## src/rtl/buck_seq_pkg.sv

```systemverilog
package buck_seq_pkg;
  typedef enum logic [1:0] {LVL_LOW, LVL_MID, LVL_HIGH} lvl_e;
  typedef enum logic [2:0] {
    ST_OFF, ST_HS_WAIT, ST_HS_ON, ST_LS_WAIT, ST_LS_ON, ST_BLANK, ST_DIODE
  } seq_st_e;
endpackage

```

## src/rtl/lvl_decode.sv

```systemverilog
module lvl_decode
  import buck_seq_pkg::*;
(
  input  logic [1:0] code_i,
  output lvl_e       lvl_o
);
  always_comb begin
    unique case (code_i)
      2'b00:   lvl_o = LVL_LOW;
      2'b10:   lvl_o = LVL_HIGH;
      default: lvl_o = LVL_MID; // 01 and 11
    endcase
  end
endmodule

```

## src/rtl/seq_timer.sv

```systemverilog
module seq_timer #(
  parameter int unsigned CNT_W = 8
) (
  input  logic             clk_i,
  input  logic             rst_ni,
  input  logic             clr_i,
  input  logic             load_one_i,
  input  logic             step_i,
  output logic [CNT_W-1:0] cnt_o
);
  localparam logic [CNT_W-1:0] CNT_MAX = '1;
  localparam logic [CNT_W-1:0] CNT_ONE = CNT_W'(1);

  always_ff @(posedge clk_i or negedge rst_ni) begin
    if (!rst_ni)                          cnt_o <= '0;
    else if (load_one_i)                  cnt_o <= CNT_ONE;
    else if (clr_i)                       cnt_o <= '0;
    else if (step_i && cnt_o != CNT_MAX)  cnt_o <= cnt_o + CNT_ONE;
  end
endmodule

```

## src/rtl/gate_fsm.sv

```systemverilog
module gate_fsm
  import buck_seq_pkg::*;
#(
  parameter int unsigned CNT_W = 8
) (
  input  logic             clk_i,
  input  logic             rst_ni,
  input  logic             active_i,
  input  lvl_e             pwm_i,
  input  logic             hs_below_i,
  input  logic             ls_below_i,
  input  logic             zc_det_i,
  input  logic [CNT_W-1:0] hs_dly_i,
  input  logic [CNT_W-1:0] ls_dly_i,
  input  logic [CNT_W-1:0] blank_i,
  input  logic [CNT_W-1:0] cnt_i,
  output logic             clr_o,
  output logic             load_one_o,
  output logic             step_o,
  output logic             hs_o,
  output logic             ls_o
);
  seq_st_e st_q, st_d;
  lvl_e    tgt_q, tgt_d;

  always_comb begin
    st_d       = st_q;
    tgt_d      = tgt_q;
    clr_o      = 1'b0;
    load_one_o = 1'b0;
    step_o     = 1'b0;
    if (!active_i) begin
      st_d  = ST_OFF;
      clr_o = 1'b1;
    end else if (st_q == ST_OFF || pwm_i != tgt_q) begin
      // restart toward the commanded level, both gates off first
      tgt_d = pwm_i;
      st_d  = (pwm_i == LVL_HIGH) ? ST_HS_WAIT : ST_LS_WAIT;
      clr_o = 1'b1;
    end else begin
      unique case (st_q)
        ST_HS_WAIT: begin
          if (!ls_below_i) clr_o = 1'b1;
          else if (cnt_i == hs_dly_i) begin
            st_d  = ST_HS_ON;
            clr_o = 1'b1;
          end else step_o = 1'b1;
        end
        ST_LS_WAIT: begin
          if (!hs_below_i) clr_o = 1'b1;
          else if (cnt_i == ls_dly_i) begin
            if (tgt_q == LVL_MID) begin
              st_d       = ST_BLANK;
              load_one_o = 1'b1;
            end else begin
              st_d  = ST_LS_ON;
              clr_o = 1'b1;
            end
          end else step_o = 1'b1;
        end
        ST_BLANK: begin
          if (cnt_i >= blank_i && zc_det_i) begin
            st_d  = ST_DIODE;
            clr_o = 1'b1;
          end else step_o = 1'b1;
        end
        default: ;
      endcase
    end
  end

  always_ff @(posedge clk_i or negedge rst_ni) begin
    if (!rst_ni) begin
      st_q  <= ST_OFF;
      tgt_q <= LVL_LOW;
      hs_o  <= 1'b0;
      ls_o  <= 1'b0;
    end else begin
      st_q  <= st_d;
      tgt_q <= tgt_d;
      hs_o  <= (st_d == ST_HS_ON);
      ls_o  <= (st_d == ST_LS_ON) || (st_d == ST_BLANK);
    end
  end

  a_r1_no_overlap: assert property (@(posedge clk_i) disable iff (!rst_ni)
    !(hs_o && ls_o));
  a_r3_inactive_off: assert property (@(posedge clk_i) disable iff (!rst_ni)
    !active_i |=> (!hs_o && !ls_o));
  a_r4_hs_after_ls_below: assert property (@(posedge clk_i) disable iff (!rst_ni)
    $rose(hs_o) |-> $past(ls_below_i));
  a_r5_ls_after_hs_below: assert property (@(posedge clk_i) disable iff (!rst_ni)
    $rose(ls_o) |-> $past(hs_below_i));
  a_r6_blank_holds: assert property (@(posedge clk_i) disable iff (!rst_ni)
    (st_q == ST_BLANK && cnt_i < blank_i && active_i && pwm_i == tgt_q) |=> ls_o);
  a_r7_diode_low: assert property (@(posedge clk_i) disable iff (!rst_ni)
    (st_q == ST_DIODE && active_i && pwm_i == tgt_q) |=> !ls_o);
endmodule

```

## src/rtl/buck_gate_seq.sv

```systemverilog
module buck_gate_seq
  import buck_seq_pkg::*;
#(
  parameter int unsigned CNT_W = 8
) (
  input  logic             clk_i,
  input  logic             rst_ni,
  input  logic             supply_ok_i,
  input  logic [1:0]       en_lvl_i,
  input  logic [1:0]       pwm_lvl_i,
  input  logic             hs_below_i,
  input  logic             ls_below_i,
  input  logic             zc_det_i,
  input  logic [CNT_W-1:0] hs_dly_i,
  input  logic [CNT_W-1:0] ls_dly_i,
  input  logic [CNT_W-1:0] blank_dly_i,
  output logic             hs_gate_o,
  output logic             ls_gate_o,
  output logic             en_stat_o
);
  lvl_e             en_lvl, pwm_lvl;
  logic             active;
  logic             clr, load_one, step;
  logic [CNT_W-1:0] cnt;

  lvl_decode u_en_dec  (.code_i(en_lvl_i),  .lvl_o(en_lvl));
  lvl_decode u_pwm_dec (.code_i(pwm_lvl_i), .lvl_o(pwm_lvl));

  assign active = supply_ok_i && (en_lvl == LVL_HIGH);

  seq_timer #(.CNT_W(CNT_W)) u_timer (
    .clk_i, .rst_ni,
    .clr_i(clr), .load_one_i(load_one), .step_i(step), .cnt_o(cnt)
  );

  gate_fsm #(.CNT_W(CNT_W)) u_fsm (
    .clk_i, .rst_ni,
    .active_i(active), .pwm_i(pwm_lvl),
    .hs_below_i, .ls_below_i, .zc_det_i,
    .hs_dly_i, .ls_dly_i, .blank_i(blank_dly_i),
    .cnt_i(cnt), .clr_o(clr), .load_one_o(load_one), .step_o(step),
    .hs_o(hs_gate_o), .ls_o(ls_gate_o)
  );

  always_ff @(posedge clk_i or negedge rst_ni) begin
    if (!rst_ni) en_stat_o <= 1'b0;
    else         en_stat_o <= supply_ok_i;
  end

  a_r2_uvlo_off: assert property (@(posedge clk_i) disable iff (!rst_ni)
    !supply_ok_i |=> (!hs_gate_o && !ls_gate_o && !en_stat_o));
  a_r10_en_code11: assert property (@(posedge clk_i) disable iff (!rst_ni)
    (en_lvl_i == 2'b11) |=> (!hs_gate_o && !ls_gate_o));
endmodule

```

## config.mk

```make
export PLATFORM = sky130hd
export DESIGN_NAME = buck_gate_seq
export DESIGN_NICKNAME = d
export VERILOG_FILES = /design/src/rtl/buck_seq_pkg.sv /design/src/rtl/lvl_decode.sv /design/src/rtl/seq_timer.sv /design/src/rtl/gate_fsm.sv /design/src/rtl/buck_gate_seq.sv
export SDC_FILE = /design/constraint.sdc
export NUM_CORES = 1
export LEC_CHECK = 0
export BUFFER_PORTS_ARGS = -buffer_cell sky130_fd_sc_hd__buf_4
export CAP_MARGIN = 5
export CORE_UTILIZATION = 53
export CTS_CLUSTER_DIAMETER = 60
export DETAILED_ROUTE_END_ITERATION = 7
export HOLD_SLACK_MARGIN = 0.03
export PLACE_DENSITY = 0.8
export SYNTH_ARGS = -nofsm -noshare
export SYNTH_HDL_FRONTEND = slang
export SYNTH_HIERARCHICAL = 1
export SYNTH_SLANG_ARGS = --single-unit
```

## constraint.sdc

```tcl
create_clock -name clk_i -period 3.7 [get_ports clk_i]
set_clock_uncertainty 0.1 [all_clocks]
set_input_delay 0.185 -clock clk_i [delete_from_list [all_inputs] [get_ports clk_i]]
set_output_delay 0.185 -clock clk_i [all_outputs]
set_load 0.005 [all_outputs]
```

Word level (Yosys, flattened, before mapping)
Cells that the tools add are included.
Widths: inputs -> output; s select.

storage, ports and cells
  bits in registers = 16
  bits in latches = 0
  RAM bits = 0
  bits in read-only memories = 0
  input port bits = 34
  memories kept = 0

operators by class
  add/sub/neg operators = 1
  multipliers = 0
  divide/modulo/power cells = 0
  $lt $le $gt $ge = 1
  eq/ne operators = 15
  shift-type cells = 0
  mux-type cells = 38
  bitwise gates (word level) = 0
  reduce and logical (&&, ||, !) cells = 10

operator list
  kind                 count
  $mux 8               3
  $mux 1               22
  $mux 3               7
  $eq 8x8->1           2
  $eq 3x3->1 const B   3
  $pmux 3 s3           1
  $add 8x1->8 const B  1
  $eq 2x2->1 const B   4
  $ge 8x8->1           1
  $ne 8x8->1 const B   1
  $pmux 2 s2           2
  $eq 3x2->1 const B   2
  $pmux 1 s3           2
  $logic_not 2->1      2
  $eq 3x1->1 const B   1
  $logic_and 1x1->1    3
  $logic_not 3->1      1
  $reduce_bool 3->1    1
  $eq 2x1->1 const B   1
  $logic_or 1x1->1     2
  $mux 2               1
  $ne 2x2->1           1
  $reduce_and 2->1     1

Logic depth before layout (Yosys ltp)
  depth in word-level cells = 10
  gate-level depth with buffers = 11

Cells and area by module
Netlist, hierarchy kept.

by module, submodules not included
  module         instances  cells each  area an instance (um2)  seq. area each (um2)
  gate_fsm       1          111         910.9                   175.2
  seq_timer      1          51          467.9                   200.2
  buck_gate_seq  1          2           33.8                    25.0
  lvl_decode     2          2           10.0                    0.0

Worst setup path after synthesis
No wires, ideal clock.

  path type = register -> register
  start = register u_timer.cnt_o[0]
  end = register u_timer.cnt_o[2]
  library setup time = 0.086 ns
  arrival = 2.467 ns
  data required time = 3.514 ns
  setup slack = 1.047 ns
  stages on the path, launching flop included = 11
  cells stage by stage = dfrtp_1 inv_1 ha_1 nand2b_1 a2111oi_0 nor2_1 nor3_1 a311oi_1 a211o_1 or2_2 nor3_1

between the ends
  word-level cells in the longest chain between the ends = 8

RTL lines
  what                                       line                                            text
  from (decl)                                seq_timer.sv:9                                  output logic [CNT_W-1:0] cnt_o
  from (signal assigned)                     seq_timer.sv:18                                 else if (step_i && cnt_o != CNT_MAX) cnt_o <= cnt_o + CNT_ONE;
  $ge 8x8->1 (tied with other cells)         gate_fsm.sv:62                                  if (cnt_i >= blank_i && zc_det_i) begin
  $logic_and 1x1->1 (tied with other cells)  gate_fsm.sv:62
  $mux 1 (on tied branches)                  gate_fsm.sv:62, gate_fsm.sv:43, gate_fsm.sv:50
  $pmux 1 s3 *                               gate_fsm.sv:41                                  unique case (st_q)
  $mux 1 *                                   gate_fsm.sv:35                                  end else if (st_q == ST_OFF || pwm_i != tgt_q) begin
  $mux 1 *                                   gate_fsm.sv:32                                  if (!active_i) begin
  via clr                                    buck_gate_seq.sv:23                             logic clr, load_one, step;
  $mux 8                                     seq_timer.sv:17                                 else if (clr_i) cnt_o <= '0;
  $mux 8                                     seq_timer.sv:16                                 else if (load_one_i) cnt_o <= CNT_ONE;

The timed path passes the listed nets; every way through them passes the cells marked *. The select of a mux whose other input is x is not followed.
A chain may end at the register's enable or synchronous reset.

Worst setup path in the final report
  start = register u_timer.cnt_o[0]
  end = register u_timer.cnt_o[4]

The elaborated chain is that of the path after synthesis.

==> results.toml <==
[clocking]
postCtsSetupRepairBufs = 0
cts_buffers = 3
cts_tree = "done"
cts_resized = 0
htreeDepth = 1
clockBufferDepth = 2
cts_sinks = 16
clkLatencyLatePin_ns = 0.30
ctsRootBufferMaster = "clkbuf_4"
clkTransAtPathRegs_ns = 0.10
ctsHoldBuffers = 2

[floorplan]
dieHeight_um = 54.0
core_area_um2 = 2520
die_w_um = 54.0
die_area_um2 = 2910
io_pins = 37
initial_core_util_pct = 56.8
num_rows = 18

[critical_path]
reg2reg_depth = 11
crit_path_frequent_cell = "nor2_1"
max_stage_delay_ns = 0.54
reg2reg_setup_slack_ns = 0.67
cp_data_arrival_time_ns = 3.15
cp_slowest_cell = "a2111oi_0"
worst-path-buf-inv = 1
cp_cell_sequence = "inv_1 -> ha_1 -> nand2b_1 -> a2111oi_0 -> nor2_1 -> nor3_1 -> a311oi_1 -> a211o_1 -> nor2_1 -> o21ai_0 -> a31oi_1"
end_kind = "register"
cp-start-kind = "register"
r2r-start = "u_timer/cnt_o[0]"
worstPathMaxFanout = 9
path_delay_family = "compound AO/OA/AOI/OAI gates"
crit_required_ns = 3.83
r2r-end = "u_timer/cnt_o[4]"
crit_type = "register to register"

[pwr]
peakVddDrop_mv = 0.203
leakagePower_nw = 0.851
power.density_nw_per_um2 = 219

[synth]
synth_flop_cell = "dfrtp_1"
synthArstFlopShare_pct = 100
ys_seq_elements = 16
synth_cells = 168
synth_top_family_by_area = "simple AND/OR/NAND/NOR gates"
synthTopCellsByArea = "dfrtp_1, ha_1, xnor2_1"
synthXorXnorAreaFrac_pct = 11.0
yosys_warnings = 6
ys_types = 53
synth_nets = 211
yosysTopAreaCell = "dfrtp_1"
synthMuxAreaShare_pct = 2.97
synthAdderAreaFrac_pct = 7.86
synth_simple_gate_area_share_pct = 25.7
synth-seq-area-share_pct = 27.9
synth_compound_area_share_pct = 19.6
yosysTopAreaCellShare_pct = 27.9
syn-cell-area_um2 = 1430
synth-edff-count = 0
synth_area_per_cell_um2 = 8.53

[detailed_routing]
route.vias.total = 1446
vias_per_cell = 6.13
wl_per_cell_um = 14.7
ant_nets = 0
drc_errors = 0
dr.pass1.iters = 4
routed_wl_um = 3470
drt_iter0_markers = 73

[sta]
period_needed_ns = 3.03
fmax_mhz = 331
rsz0062_at_grt = "no"
maxSlewViolCount = 0
period_share_pct = 81.8
final_hold_viol_count = 0
setup_tns_ns = 0
worst_pin_slew_ns = 0.639
finalSetupViolCount = 0
timing.slew.headroom_pct = 57.0
whs_ns = 0.0622

[layout]
diodes = 0
nets = 250
drive_gt1_share_pct = 23.8
area_delta_synth_final_pct = 24.4

[placed_design]
dpl.hpwl_um = 2690
io_buffers = 36
gp_congestion = 0.959

[global_routing]
grt_usage_pct = 27.5
grt_overflow_total = 0
grt_pass1_vias = 1294
antenna_found_initial = 0
grt_pass1_wl_um = 5670
grt_max_degree = 17

[hold_path]
hold_end = "u_fsm/tgt_q[0]"
min_path_type = "input port to register"
hold_depth = 2
min-delay-start = "pwm_lvl_i[0]"

[run]
max_cap_viol_count = 0

[status]
outcome = "complete, no violations"
[layout by cell type, fill, tap and decap left out, drive strengths merged, types with 4 or more instances in the layout]
| cell type | n |
|---|---|
| nand3 | 4 |
| nand4 | 4 |
| xnor2 | 12 |
| nand2 | 14 |
| nor4 | 4 |
| nor2b | 4 |
| nand2b | 4 |
| buf | 37 |
| ha | 9 |
| dfrtp | 16 |
| xor2 | 6 |
| o21ai | 6 |
| inv | 13 |
| a21oi | 5 |
| nor3 | 5 |
| a31oi | 4 |
| nor2 | 8 |
| clkbuf | 4 |
[through the flow]
stage / instance area (µm²) / cells / setup slack [ns] / total power, mW / util (%)
after floorplan: 1430 / 168 / 1.05 / 0.232 / -
after global placement: 1730 / 230 / 0.861 / 0.273 / 68.4
after detailed placement: 1730 / 230 / 0.735 / 0.275 / 68.4
after CTS: 1780 / 236 / 0.728 / 0.394 / 70.6
after global routing: 1780 / 236 / 0.317 / 0.411 / 70.6
final: 1780 / 236 / 0.674 / 0.391 / 70.6
[power by group]
part	total (mW)	internal (mW)	switching (mW)	leakage, nW
combinational	0.0866	0.0488	0.0378	0.613
sequential	0.188	0.181	0.00720	0.218
clock	0.117	0.0601	0.0565	0.0210
total	0.391	0.290	0.102	0.851
[registers in the layout (all words and copies together), names as in the netlist]
register       count
u_timer/cnt_o      8
u_fsm/st_q         3
u_fsm/tgt_q        2
en_stat_o          1
u_fsm/hs_o         1
u_fsm/ls_o         1
[kinds of logic (layout without fill, tap and decap cells)]
logic type / count (synthesis) / count (layout)
and+or+nand+nor: 64 / 64
muxes: 4 / 4
buffers and inverters: 18 / 56
AOI/OAI and AO/OA: 39 / 39
adders and majority gates: 9 / 9
xor gates and xnor gates: 18 / 18
DFF: 16 / 16
[worst max-delay path by stage]
stage / startpoint / end / slack (ns) / cells past startpoint
after CTS: u_timer/cnt_o[0] / u_timer/cnt_o[2] / 0.73 / 10
after global routing: u_timer/cnt_o[0] / u_timer/cnt_o[4] / 0.32 / 11
after global placement: u_timer/cnt_o[0] / u_timer/cnt_o[5] / 0.86 / 10
after detailed placement: u_timer/cnt_o[0] / u_timer/cnt_o[2] / 0.74 / 10
after floorplan: u_timer/cnt_o[0] / u_timer/cnt_o[2] / 1.05 / 10
final: u_timer/cnt_o[0] / u_timer/cnt_o[4] / 0.67 / 11
[synth_stat cells (all sizes together) (5+ instances only)]
master / instances
dfrtp: 16
nand2: 14
inv: 13
xnor2: 12
ha: 9
nor2: 8
o21ai: 6
xor2: 6
a21oi: 5
nor3: 5
[layout make-up]
type	instances	area [µm²]
clock buffers	4	36.3
inverters	13	48.8
well taps	30	37.5
repair buffers	39	298
multi-input cells	134	961
fillers	199	741
flip-flops and latches	16	400
[layer usage]
metal,routed length (µm),vias up,track usage [%]
li1,-,697,-
met1,1460,656,33.4
met4,60,0,13.7
met5,0,-,0
met2,1670,84,45.5
met3,275,9,5.93
No activity file was read; power rests on OpenSTA's default activity.
